$ cat src/rtl/tpm_pkg.sv
package tpm_pkg;
  // Strobes passed from the control decode to the datapath
  typedef struct packed {
    logic cFromC;   // C input feeds the A/B-side stages
    logic pickB;    // C-side word taken from the B-to-C stage
    logic flipPar;  // invert parity bit on the A/B outputs
    logic drvA;
    logic drvB;
    logic drvC;
  } route_t;
endpackage

$ cat src/rtl/tpm_ctrl.sv
module tpm_ctrl
  import tpm_pkg::*;
(
  input  logic   selSrcB,
  input  logic   selSrcC,
  input  logic   oeAN,
  input  logic   oeBN,
  input  logic   oeCN,
  input  logic   parInv,
  output route_t route
);
  always_comb begin
    route.cFromC  = selSrcC;
    route.pickB   = selSrcB;
    route.flipPar = selSrcC & parInv;
    route.drvA    = ~oeAN;
    route.drvB    = ~oeBN;
    route.drvC    = ~oeCN;
  end
endmodule

$ cat src/rtl/tpm_hold_stage.sv
module tpm_hold_stage #(
  parameter int W = 9
) (
  input  logic         clk,
  input  logic         rstN,
  input  logic         hold,
  input  logic [W-1:0] d,
  output logic [W-1:0] q
);
  logic [W-1:0] heldQ;

  always_ff @(posedge clk or negedge rstN) begin
    if (!rstN)      heldQ <= '0;
    else if (!hold) heldQ <= d;
  end

  assign q = hold ? heldQ : d;
endmodule

$ cat src/rtl/tpm_datapath.sv
module tpm_datapath
  import tpm_pkg::*;
#(
  parameter int W = 9
) (
  input  logic         clk,
  input  logic         rstN,
  input  route_t       route,
  input  logic         holdAC,
  input  logic         holdCA,
  input  logic         holdBC,
  input  logic         holdCB,
  input  logic [W-1:0] aIn,
  input  logic [W-1:0] bIn,
  input  logic [W-1:0] cIn,
  output logic [W-1:0] aOut,
  output logic [W-1:0] bOut,
  output logic [W-1:0] cOut
);
  localparam int NSIDE = 2;  // index 0 = port A side, 1 = port B side
  localparam logic [W-1:0] PAR_MASK = {1'b1, {(W-1){1'b0}}};

  logic [W-1:0] sideIn   [NSIDE];
  logic         toCHold  [NSIDE];
  logic         frCHold  [NSIDE];
  logic         sideDrv  [NSIDE];
  logic [W-1:0] toCQ     [NSIDE];
  logic [W-1:0] frCQ     [NSIDE];
  logic [W-1:0] sideOut  [NSIDE];
  logic [W-1:0] cSideWord;
  logic [W-1:0] cNode;

  assign sideIn[0]  = aIn;
  assign sideIn[1]  = bIn;
  assign toCHold[0] = holdAC;
  assign toCHold[1] = holdBC;
  assign frCHold[0] = holdCA;
  assign frCHold[1] = holdCB;
  assign sideDrv[0] = route.drvA;
  assign sideDrv[1] = route.drvB;

  // C-side word: fixed priority by select
  assign cSideWord = route.pickB ? toCQ[1] : toCQ[0];
  assign cNode     = route.cFromC ? cIn : cSideWord;

  for (genvar i = 0; i < NSIDE; i++) begin : g_side
    tpm_hold_stage #(.W(W)) u_toC (
      .clk(clk), .rstN(rstN), .hold(toCHold[i]), .d(sideIn[i]), .q(toCQ[i])
    );
    tpm_hold_stage #(.W(W)) u_frC (
      .clk(clk), .rstN(rstN), .hold(frCHold[i]), .d(cNode), .q(frCQ[i])
    );
    assign sideOut[i] = sideDrv[i]
                      ? (frCQ[i] ^ (route.flipPar ? PAR_MASK : '0))
                      : '0;
  end

  assign aOut = sideOut[0];
  assign bOut = sideOut[1];
  assign cOut = route.drvC ? cSideWord : '0;
endmodule

$ cat src/rtl/tri_port_mux.sv
module tri_port_mux
  import tpm_pkg::*;
#(
  parameter int DATA_W = 9
) (
  input  logic              clk,
  input  logic              rstN,
  input  logic              selSrcB,
  input  logic              selSrcC,
  input  logic              oeAN,
  input  logic              oeBN,
  input  logic              oeCN,
  input  logic              holdAC,
  input  logic              holdCA,
  input  logic              holdBC,
  input  logic              holdCB,
  input  logic              parInv,
  input  logic [DATA_W-1:0] aIn,
  input  logic [DATA_W-1:0] bIn,
  input  logic [DATA_W-1:0] cIn,
  output logic [DATA_W-1:0] aOut,
  output logic [DATA_W-1:0] bOut,
  output logic [DATA_W-1:0] cOut,
  output logic              aDrv,
  output logic              bDrv,
  output logic              cDrv
);
  route_t route;

  tpm_ctrl u_ctrl (
    .selSrcB(selSrcB), .selSrcC(selSrcC),
    .oeAN(oeAN), .oeBN(oeBN), .oeCN(oeCN),
    .parInv(parInv), .route(route)
  );

  tpm_datapath #(.W(DATA_W)) u_dp (
    .clk(clk), .rstN(rstN), .route(route),
    .holdAC(holdAC), .holdCA(holdCA), .holdBC(holdBC), .holdCB(holdCB),
    .aIn(aIn), .bIn(bIn), .cIn(cIn),
    .aOut(aOut), .bOut(bOut), .cOut(cOut)
  );

  assign aDrv = route.drvA;
  assign bDrv = route.drvB;
  assign cDrv = route.drvC;
endmodule

$ cat config.mk
export PLATFORM = sky130hd
export DESIGN_NAME = tri_port_mux
export DESIGN_NICKNAME = d
export VERILOG_FILES = /design/src/rtl/tpm_pkg.sv /design/src/rtl/tpm_ctrl.sv /design/src/rtl/tpm_hold_stage.sv /design/src/rtl/tpm_datapath.sv /design/src/rtl/tri_port_mux.sv
export SDC_FILE = /design/constraint.sdc
export NUM_CORES = 1
export LEC_CHECK = 0
export BUFFER_PORTS_ARGS = -buffer_cell sky130_fd_sc_hd__buf_2
export CORE_AREA = 2 2 92 94
export CTS_CLUSTER_DIAMETER = 50
export DETAILED_ROUTE_END_ITERATION = 6
export DIE_AREA = 0 0 94 96
export GPL_TIMING_DRIVEN = 1
export HOLD_SLACK_MARGIN = 0.02
export PLACE_DENSITY = 0.53
export SLEW_MARGIN = 0
export SYNTH_ARGS = -nofsm -noshare
export SYNTH_HDL_FRONTEND = slang
export SYNTH_SLANG_ARGS = --single-unit
$ cat constraint.sdc
create_clock -name clk -period 3.44 [get_ports clk]
set_clock_uncertainty 0.05 [all_clocks]
set_input_delay 0.516 -clock clk [delete_from_list [all_inputs] [get_ports clk]]
set_output_delay 0.516 -clock clk [all_outputs]
set_load 0.05 [all_outputs]
==> metrics <==
CTS resizes=0; Die Y=96 µm; mapped cell area=1950 µm²; Setup TNS=0 ps; status=finished clean; H-tree Lvls=2; fmax=0.370 GHz; Area Overhead vs Synth=26.2%; Via Count=1589; RSZ-0062 raised after global routing=false; placed insts=348; Via density=4.46; first-pass GRT wire length=8270 µm; core box area=8050 µm²; GRT Util Overall=12.2%; Power Dens Cells=486 nW/µm²; HPWL Detailed=3940 µm; critical path class=primary input to output port; Net count, final=289; DRC violations left=0; Initial Util=24.2%; # clock sinks=36; clk slew on worst S/H paths=70 ps; antenna violations before repair=0; CTS tree=built; fill count=856; Syn Area/Cell=10.3 µm²; number of flops mapped to enable cells by yosys=0; Int Pwr=786 µW; Post-Place Cell Area=2350 µm²; Buffers on Ports=68; post-route setup slack=735 ps; share of layout cells above drive strength 1=39.0%; DRT Pass-1 Iters=4; Clock power frac=31.0%; TritonCTS Buffers=5; pre-CTS WS=723 ps; GPL Wtd Cong=0.850; drt initial violations=70; final count of pins violating max slew=0; FP Rows=33; Post-synth top flop=dfrtp_1; Post-Synthesis Cells=189; fin area=2450 µm²; r2r endpoint=u_dp.g_side[1].u_frC.heldQ[4]; Ports=69; Rel. slew slack=44.6%; reg2reg start=u_dp.g_side[0].u_toC.heldQ[4]; # setup viols final=0; Synth warnings=0; dominant cells by area after synthesis=dfrtp_1 46%, a211oi_1 6.2%, nor2b_1 5.5%; Synth area leader=dfrtp_1; register area share after synthesis=46.3%; slew at the pin closest to its max-slew limit=831 ps; postcts setup bufs=0; ANT nets after route=0; Critical Path Sink Type=output port; Ant. Diodes=0; P_sw=406 µW; Post-Layout Cell Count=356; min-delay worst type=primary input to async pin; number of distinct library cells after synthesis=28; pin count of the biggest net entering global routing=37; Max Fanout on Critical Path=23; part of the cycle the worst path needs=78.6%; synthesis-stage register bit count=36; min cycle time layout=2710 ps; register-to-register setup slack=1960 ps; final wirelength=5310 µm; r2r worst-path depth=4; critical path required time=2870 ps; cts hold-fix bufs=0; clock buffer depth=2; Net Sw Frac=34.1%; hold slack=270 ps; startpoint types=primary input; vias in the first global route=1570; DIE WIDTH=94 µm; Max Cap Viol=0; sequential power share=40.5%; Worst VDD drop=277 µV; Clock Latency Late Sink=290 ps; FFs w/ async S/R, synth=100%; Arrival @ worst endpoint=2140 ps; final hold vios=0; post-DR wirelength/cell=14.9 µm; Syn Nets=228; Gate power share=28.5%; Root Buffer Master=clkbuf_8; area share of the largest cell type after synthesis=46.3%; die area=9020 µm²; leakage=1.13 nW; grt total ovfl=0
## routing by layer
layer  routed length, µm  track usage [%]
met1                2590             17.4
met4                  14             2.78
met3                 479             3.60
met2                2230             18.1
met5                   0                0
## logic make-up (layout without fill, tap and decap cells)
family / after synthesis / count (layout) / synth area share [%]
mux: 21 / 21 / 12.2
simple gates: 68 / 68 / 17.7
compound gates: 38 / 38 / 17.7
buf+inv: 25 / 87 / 5.72
xor+xnor: 1 / 1 / 0.450
flops: 36 / 36 / 46.3
## final cells by class
| class | count | area, µm² | share of cell area [%] |
|---|---|---|---|
| clock inverters | 2 | 35.0 | 1.43 |
| repair buffers | 68 | 340 | 13.9 |
| inverters | 11 | 41.3 | 1.68 |
| multi-input cells | 128 | 933 | 38.0 |
| well taps | 105 | 131 | 5.35 |
| clock buffers | 6 | 72.6 | 2.96 |
| flip-flops and latches | 36 | 901 | 36.7 |
## synth_stat cells, types with 2 or more instances
cell type,count
mux2i_1,9
mux2_2,9
nand2_1,2
inv_1,11
a211oi_1,16
nor2b_1,17
o21ai_0,3
clkbuf_1,7
nor2_1,25
nand3b_1,2
a211oi_2,8
mux2_4,3
buf_2,5
o2bb2ai_1,8
nor3_1,16
dfrtp_1,36
## critical path: stages
cell and delay [ps]:
buf_2 260, nand2b_1 350, o2bb2ai_1 390, a211oi_2 100, nor3_1 230, buf_2 300
## flip-flops by register name (all words and copies together) (netlist names)
| register | cells |
|---|---|
| u_dp.g_side.u_toC.heldQ | 18 |
| u_dp.g_side.u_frC.heldQ | 18 |
## power by group through the flow
stage | registers [mW] | logic (mW) | clock network, mW
final | 0.483 | 0.340 | 0.370
after global routing | 0.488 | 0.370 | 0.395
after CTS | 0.483 | 0.345 | 0.377
after detailed placement | 0.492 | 0.344 | 0
after global placement | 0.490 | 0.343 | 0
after floorplan | 0.488 | 0.251 | 0
## how the worst max path moves through the flow
| stage | startpoint | slack (ps) | to | cells past startpoint |
|---|---|---|---|---|
| 6_report | selSrcC | 730 | aOut[1] | 6 |
| 3_3_place_gp | selSrcC | 810 | bOut[6] | 6 |
| 3_5_place_dp | selSrcC | 720 | aOut[1] | 6 |
| 2_1_floorplan | selSrcB | 40 | aOut[8] | 4 |
| 4_1_cts | selSrcC | 710 | aOut[1] | 6 |
| 5_1_grt | selSrcC | 530 | aOut[1] | 6 |
## through the flow
step,util [%],power (mW)
2_1_floorplan,-,0.739
3_3_place_gp,29.2,0.832
3_5_place_dp,29.2,0.836
4_1_cts,30.5,1.21
5_1_grt,30.5,1.25
6_report,30.5,1.19
## cell usage in the layout, fill, tap and decap left out
cell	instances
buf_2	68
dfrtp_1	36
nor2_1	25
nor2b_1	17
a211oi_1	16
nor3_1	16
inv_1	11
mux2i_1	9
mux2_2	9
o2bb2ai_1	8
a211oi_2	8
clkbuf_8	5
mux2_4	3
o21ai_0	3
nand2_1	2
nand3b_1	2
nor2_4	1
nand2b_1	1
a22oi_4	1
nand2_2	1
xnor2_1	1
nand3_1	1
nand4_1	1
o311ai_0	1
a32oi_1	1
or3_1	1
clkinv_2	1
bufinv_16	1
clkbuf_1	1
Power figures use the tool's default switching activity.
